**src/rtl/hostio_pkg.sv**
```systemverilog
package hostio_pkg;
    localparam int unsigned HOST_BUS_W = 32;
    localparam int unsigned HOST_KEY_W = 512;
    localparam int unsigned HOST_BLK_W = 160;
    localparam int unsigned HOST_CNT_W = 32;
    localparam int unsigned HOST_RES_W = 160;

    function automatic int unsigned words_for(input int unsigned bits, input int unsigned bus_w);
        return (bits + bus_w - 1) / bus_w;
    endfunction
endpackage

```
**src/rtl/hostio_in_shift.sv**
```systemverilog
module hostio_in_shift #(
    parameter int unsigned BUS_W = 32,
    parameter int unsigned KEY_W = 512,
    parameter int unsigned BLK_W = 160,
    parameter int unsigned CNT_W = 32
) (
    input  logic             clk,
    input  logic             rst_n,
    input  logic             shift_en,
    input  logic [BUS_W-1:0] word_in,
    output logic [KEY_W-1:0] key_o,
    output logic [BLK_W-1:0] blk_o,
    output logic [CNT_W-1:0] cnt_o
);
    localparam int unsigned STORE_W = KEY_W + BLK_W + CNT_W;
    localparam int unsigned N_WORDS = hostio_pkg::words_for(STORE_W, BUS_W);

    generate
        if (N_WORDS * BUS_W != STORE_W) begin : g_bad_width
            $error("input store width must be a whole number of bus words");
        end
    endgenerate

    typedef struct packed {
        logic [STORE_W-1:0] store;
    } in_state_t;

    in_state_t st_d, st_q;

    always_comb begin
        st_d = st_q;
        if (shift_en) begin
            st_d.store = {st_q.store[STORE_W-BUS_W-1:0], word_in};
        end
    end

    always_ff @(posedge clk) begin
        if (!rst_n) begin
            st_q <= '0;
        end else begin
            st_q <= st_d;
        end
    end

    assign key_o = st_q.store[STORE_W-1 -: KEY_W];
    assign blk_o = st_q.store[CNT_W +: BLK_W];
    assign cnt_o = st_q.store[CNT_W-1:0];
endmodule

```
**src/rtl/hostio_fall_detect.sv**
```systemverilog
module hostio_fall_detect (
    input  logic clk,
    input  logic rst_n,
    input  logic level_i,
    output logic pulse_o
);
    typedef struct packed {
        logic prev;
        logic pulse;
    } edge_state_t;

    edge_state_t st_d, st_q;

    always_comb begin
        st_d.prev  = level_i;
        st_d.pulse = st_q.prev & ~level_i;
    end

    always_ff @(posedge clk) begin
        if (!rst_n) begin
            st_q <= '0;
        end else begin
            st_q <= st_d;
        end
    end

    assign pulse_o = st_q.pulse;
endmodule

```
**src/rtl/hostio_out_shift.sv**
```systemverilog
module hostio_out_shift #(
    parameter int unsigned BUS_W = 32,
    parameter int unsigned RES_W = 160
) (
    input  logic             clk,
    input  logic             rst_n,
    input  logic             load_i,
    input  logic [RES_W-1:0] data_i,
    input  logic             shift_en,
    output logic [BUS_W-1:0] word_o
);
    localparam int unsigned N_WORDS = hostio_pkg::words_for(RES_W, BUS_W);

    generate
        if (N_WORDS * BUS_W != RES_W) begin : g_bad_width
            $error("result width must be a whole number of bus words");
        end
    endgenerate

    typedef struct packed {
        logic [RES_W-1:0] store;
    } out_state_t;

    out_state_t st_d, st_q;

    always_comb begin
        st_d = st_q;
        if (load_i) begin
            st_d.store = data_i;
        end else if (shift_en) begin
            st_d.store = {st_q.store[RES_W-BUS_W-1:0], {BUS_W{1'b0}}};
        end
    end

    always_ff @(posedge clk) begin
        if (!rst_n) begin
            st_q <= '0;
        end else begin
            st_q <= st_d;
        end
    end

    assign word_o = st_q.store[RES_W-1 -: BUS_W];
endmodule

```
**src/rtl/hostio_xfer.sv**
```systemverilog
module hostio_xfer #(
    parameter int unsigned BUS_W = hostio_pkg::HOST_BUS_W,
    parameter int unsigned KEY_W = hostio_pkg::HOST_KEY_W,
    parameter int unsigned BLK_W = hostio_pkg::HOST_BLK_W,
    parameter int unsigned CNT_W = hostio_pkg::HOST_CNT_W,
    parameter int unsigned RES_W = hostio_pkg::HOST_RES_W
) (
    input  logic             clk,
    input  logic             rst_n,
    input  logic             in_en,
    input  logic [BUS_W-1:0] bus_in,
    input  logic             res_load,
    input  logic [RES_W-1:0] res_word,
    input  logic             out_en,
    output logic [BUS_W-1:0] bus_out,
    output logic             start_pulse,
    output logic [KEY_W-1:0] key_field,
    output logic [BLK_W-1:0] block_field,
    output logic [CNT_W-1:0] iter_count
);
    hostio_in_shift #(
        .BUS_W(BUS_W), .KEY_W(KEY_W), .BLK_W(BLK_W), .CNT_W(CNT_W)
    ) u_in (
        .clk(clk), .rst_n(rst_n), .shift_en(in_en), .word_in(bus_in),
        .key_o(key_field), .blk_o(block_field), .cnt_o(iter_count)
    );

    hostio_fall_detect u_edge (
        .clk(clk), .rst_n(rst_n), .level_i(in_en), .pulse_o(start_pulse)
    );

    hostio_out_shift #(
        .BUS_W(BUS_W), .RES_W(RES_W)
    ) u_out (
        .clk(clk), .rst_n(rst_n), .load_i(res_load), .data_i(res_word),
        .shift_en(out_en), .word_o(bus_out)
    );
endmodule

```
**config.mk**
```make
export PLATFORM = sky130hd
export DESIGN_NAME = hostio_xfer
export DESIGN_NICKNAME = d
export VERILOG_FILES = /design/src/rtl/hostio_pkg.sv /design/src/rtl/hostio_in_shift.sv /design/src/rtl/hostio_fall_detect.sv /design/src/rtl/hostio_out_shift.sv /design/src/rtl/hostio_xfer.sv
export SDC_FILE = /design/constraint.sdc
export NUM_CORES = 1
export LEC_CHECK = 0
export ABC_AREA = 1
export BUFFER_PORTS_ARGS = -buffer_cell sky130_fd_sc_hd__buf_4
export CORE_AREA = 2 2 367 369
export CTS_CLUSTER_DIAMETER = 50
export DETAILED_ROUTE_END_ITERATION = 6
export DIE_AREA = 0 0 369 371
export GPL_TIMING_DRIVEN = 0
export HOLD_SLACK_MARGIN = 0.1
export PLACE_DENSITY_LB_ADDON = 0.12
export SLEW_MARGIN = 0
export SYNTH_ARGS = -nofsm -noshare
export SYNTH_HDL_FRONTEND = slang
export SYNTH_SLANG_ARGS = --single-unit
```
**constraint.sdc**
```tcl
create_clock -name clk -period 1.6 [get_ports clk]
set_input_delay 0 -clock clk [delete_from_list [all_inputs] [get_ports clk]]
set_output_delay 0 -clock clk [all_outputs]
set_load 0.05 [all_outputs]
```
---- Yosys cells after proc, flatten, opt, wreduce, memory -nomap -nowiden ----
Cells that the tools add are included.
word-level totals
  input bits .............................. 197
  RAM bits ................................ 0
  memory bits (read-only) ................. 0
  logic and storage cells ................. 9
  bits in latches ......................... 0
  memories kept ........................... 0
  flip-flop bits (word level) ............. 866
operators by class
  bitwise gates (word level) .............. 2
  $lt $le $gt $ge ......................... 0
  shift operators ......................... 0
  eq/ne operators ......................... 0
  reductions and logical operators ........ 1
  muxes and demuxes ....................... 2
  multiply operators ...................... 0
  div/mod/pow operators ................... 0
  $add $sub $neg .......................... 0
operator list
  kind                 number
  160-bit two-way mux  2
  2-bit nonzero test   1
  1-bit bitwise AND    1
  1-bit inverter       1

---- Longest topological paths before layout ----
  word-level depth ........................ 2
  mapped depth ............................ 8
  gate-level depth less buffers ........... 5

---- Hierarchy ----
From an unflattened synthesis, not the netlist that was laid out.
second synthesis, totals
  cells, all modules ...................... 5607
  area total of the unflattened synthesis .. 36691.4 um^2
modules (own cells, without submodules)
  module              cells an instance  sequential area each (um^2)  times used  area an instance (um^2)
  hostio_in_shift     4459               14093.5                      1           29065.4
  hostio_out_shift    1142               3203.1                       1           7568.5
  hostio_fall_detect  6                  40.0                         1           57.6

---- Worst setup path after synthesis ----
No wires, ideal clock.
  kind .................................... input to register
  from .................................... in rst_n
  to ...................................... reg u_in.st_q[679] in the netlist's numbering
  data arrival time ....................... 0.869 ns
  slack ................................... 0.597 ns
  required time ........................... 1.466 ns
  stages on the path ...................... 5
  setup time .............................. 0.134 ns
  cells stage by stage .................... nand2_1 > buf_2 > buf_2 > clkbuf_1 > o22ai_1
RTL lines
  element               line                   text
  from (decl)           hostio_xfer.sv:9       input logic rst_n,
  to (signal assigned)  hostio_in_shift.sv:41  st_q <= st_d;
  to (decl)             hostio_in_shift.sv:28  in_state_t st_d, st_q;

---- Final worst setup path ----
  from .................................... in res_word[60]
  to ...................................... reg u_out.st_q[60] in the netlist's numbering
between the ends
  longest elaborated chain between the ends .. 1
ends and longest elaborated chain
  element               line                    text
  from (decl)           hostio_xfer.sv:13       input logic [RES_W-1:0] res_word,
  160-bit two-way mux   hostio_out_shift.sv:28  if (load_i) begin
  to (signal assigned)  hostio_out_shift.sv:39  st_q <= st_d;
  to (decl)             hostio_out_shift.sv:24  out_state_t st_d, st_q;
Every way passes these cells.
A chain may end at the register's enable or synchronous reset.

==> results_dict.tcl <==
set metrics [dict create \
    status "complete, but fails checks" \
    violations "design-rule violations" \
    synth-edff-count 0 \
    r2r_cells 5 \
    hold_depth 6 \
    start_util_pct 22.2 \
    htreeDepth 3 \
    synth_ff_type "dfxtp_1" \
    r2r_slack_ps 290 \
    preCtsSetupSlack_ps -914 \
    min_to "u_out.st_q[155]" \
    cts_buffers 117 \
    yosysTopAreaCell "dfxtp_1" \
    core_sq_um 133000 \
    cp_slowest_cell "dlygate4sd3_1" \
    setup_viol 0 \
    cp-start-kind "primary input" \
    io_buffers 932 \
    grt_overflow 0 \
    synth_common_cells "dfxtp_1 (866), inv_1 (834), o22ai_1 (672)" \
    grt_start_max_net_pins 16 \
    drt-total-wl_um 150000 \
    r2r-start "u_out.st_q[47]" \
    cp_common_cell "dlygate4sd3_1" \
    hp-start "res_load" \
    yosysSeqAreaShare_pct 58.9 \
    rsz0062_at_grt "no" \
    clock-sinks 866 \
    antenna_found_initial 6 \
    power_leakage_nw 20.1 \
    synth_top_cell_area_share_pct 58.9 \
    cts_setup_buffers 0 \
    required_ps 2200 \
    yosysUniqueCellTypes 17 \
    drt_iter0_markers 1560 \
    via_per_inst 4.26 \
    synthTopCellsByArea "dfxtp_1 (59%), o22ai_1 (14%), inv_1 (11%)" \
    dpl_cell_area_sq_um 38700 \
    fmax_mhz 639 \
    slowest_delay_ps 640 \
    synth-async-reset-ratio_pct 0 \
    stdcell_area_sq_um 47300 \
    cts_root_buffer "clkbuf_16" \
    grtUsageTotal_pct 21.1 \
    synthCells 3446 \
    yosys_warnings 0 \
    num_io_pins 934 \
    wl_per_cell_um 22.0 \
    grt_pass1_wl_um 211000 \
    fin_ws_ps 35.1 \
    path_max_fanout 1 \
    fin_worst_skew_ps 37.1 \
    relSlewSlack_pct 20.3 \
    nets 5150 \
    via_count 29100 \
    cp_cell_sequence "dlygate4sd3_1, buf_4, nand2_1, dlygate4sd3_1, nand3_1, dlygate4sd3_1, nand2_1, inv_1" \
    avgSynthCellArea_sq_um 8.54 \
    place_congestion 0.862 \
    hold_viol_final 0 \
    die_h_um 371 \
    critPathCaptureType "register" \
    dieArea_sq_um 137000 \
    tritoncts "done" \
    min_path_type "primary input to register" \
    die_w_um 369 \
    fin_crit_sh_pct 97.8 \
    syn_to_final_growth_pct 60.5 \
    power.density_nw_per_um2 1130 \
    ys_seq_elements 866 \
    first_global_vias 29700 \
    drive_gt1_share_pct 25.0 \
    clkTransAtPathRegs_ps 60 \
    drv_slew 0 \
    place.detailed.hpwl_um 117000 \
    timing.rr.end "u_out.st_q[79]" \
    firstDrtPassIters 7 \
    crit_type "primary input to register" \
    drcViolationCount 1 \
    drtAntennaViolNets 0 \
    std_cell_rows 134 \
    crit_arrival_ps 2170 \
    drv_cap 0 \
    syn_area_sq_um 29400 \
    ir_drop_mv 0.795 \
    finalCriticalPeriod_ps 1560 \
    synth.most_common_cell "dfxtp_1" \
    synth_nets 3643 \
    worst_slew_pin_slew_ps 1200 \
    worstSkewPairLatency_ps 740 \
    clockBufferDepth 3 \
]
## per-layer routing
| layer | up-vias | GRT usage (%) | wire length, um |
|---|---|---|---|
| li1 | 14200 | - | - |
| met1 | 13800 | 24.5 | 60900 |
| met3 | 209 | 6.77 | 11800 |
| met2 | 854 | 36.2 | 72200 |
| met4 | 0 | 8.01 | 5280 |
| met5 | - | 0 | 0 |
## cells in the final DEF, fill, tap and decap left out, types with 10 or more instances in the layout
cell type / n
inv_6: 10
clkbuf_1: 134
clkinv_2: 14
clkbuf_8: 13
buf_6: 10
nand3_1: 254
buf_4: 975
a21oi_1: 33
buf_2: 79
inv_1: 834
o22ai_1: 672
clkinvlp_4: 14
buf_1: 14
dlygate4sd3_1: 457
dfxtp_1: 866
clkbuf_16: 118
nand2_1: 483
o21ai_0: 12
bufinv_16: 15
o21ai_1: 20
## timing repair
action                     4_1_cts  5_1_grt
hold endpoints to repair       193        0
cloned                           0        0
setup endpoints to repair       29       21
hold buffers                   457        0
pin swaps                        0        0
gates resized for setup          3        6
## flip-flops by register name, summed over array words and instances, names as in the netlist
register,cells
u_out.st_q,160
u_edge.pulse_o,1
u_edge.st_q,1
u_in.st_q,704
## report_power, final
group | switching, mW | internal [mW]
Sequential | 0.197 | 21.9
Clock | 10.6 | 16.6
Combinational | 2.50 | 1.82
## logic make-up (layout without fill, tap and decap cells)
kind of cell	count (synthesis)	after routing	share of synthesized area, %
other	0	5	0
buffers and inverters	1102	2702	15.2
DFF	866	866	58.9
and+or+nand+nor	741	741	10.5
AOI/OAI and AO/OA	737	737	15.4
## stage by stage
step | hold slack [ps] | power, mW | utilization [%] | cells | TNS [ps]
2_1_floorplan | 71.5 | 24.4 | - | 3446 | 0
3_3_place_gp | 202 | 26.0 | 29.1 | 6146 | -380950
3_5_place_dp | 202 | 26.0 | 29.1 | 6146 | -389200
4_1_cts | 100 | 54.2 | 35.6 | 6815 | 0
5_1_grt | 124 | 55.4 | 35.6 | 6816 | 0
6_report | 88.7 | 53.6 | 35.6 | 6819 | 0
## worst max path at each step
stage,startpoint,endpoint,cells past startpoint
global placement,rst_n,u_in.st_q[37],5
finish,res_word[60],u_out.st_q[60],8
global route,rst_n,u_in.st_q[35],6
floorplan,rst_n,u_in.st_q[679],5
CTS,rst_n,u_in.st_q[654],6
detailed placement,rst_n,u_in.st_q[702],5
## layout make-up
| class | count | area (sq um) |
|---|---|---|
| well taps | 1768 | 2210 |
| inverters | 835 | 3130 |
| clock inverters | 62 | 816 |
| flip-flops and latches | 866 | 17300 |
| multi-input cells | 1478 | 7640 |
| plain buffers | 266 | 1350 |
| repair buffers | 1389 | 11600 |
| clock buffers | 150 | 3200 |
| fillers | 14000 | 85500 |
| diodes | 5 | 12.5 |
## worst max-delay path: cells and delay by family
kind	cells	cell delay, ps
buffers and inverters	5	1900
and+or+nand+nor	3	270
Note: power is estimated with default switching activity, not from simulation.
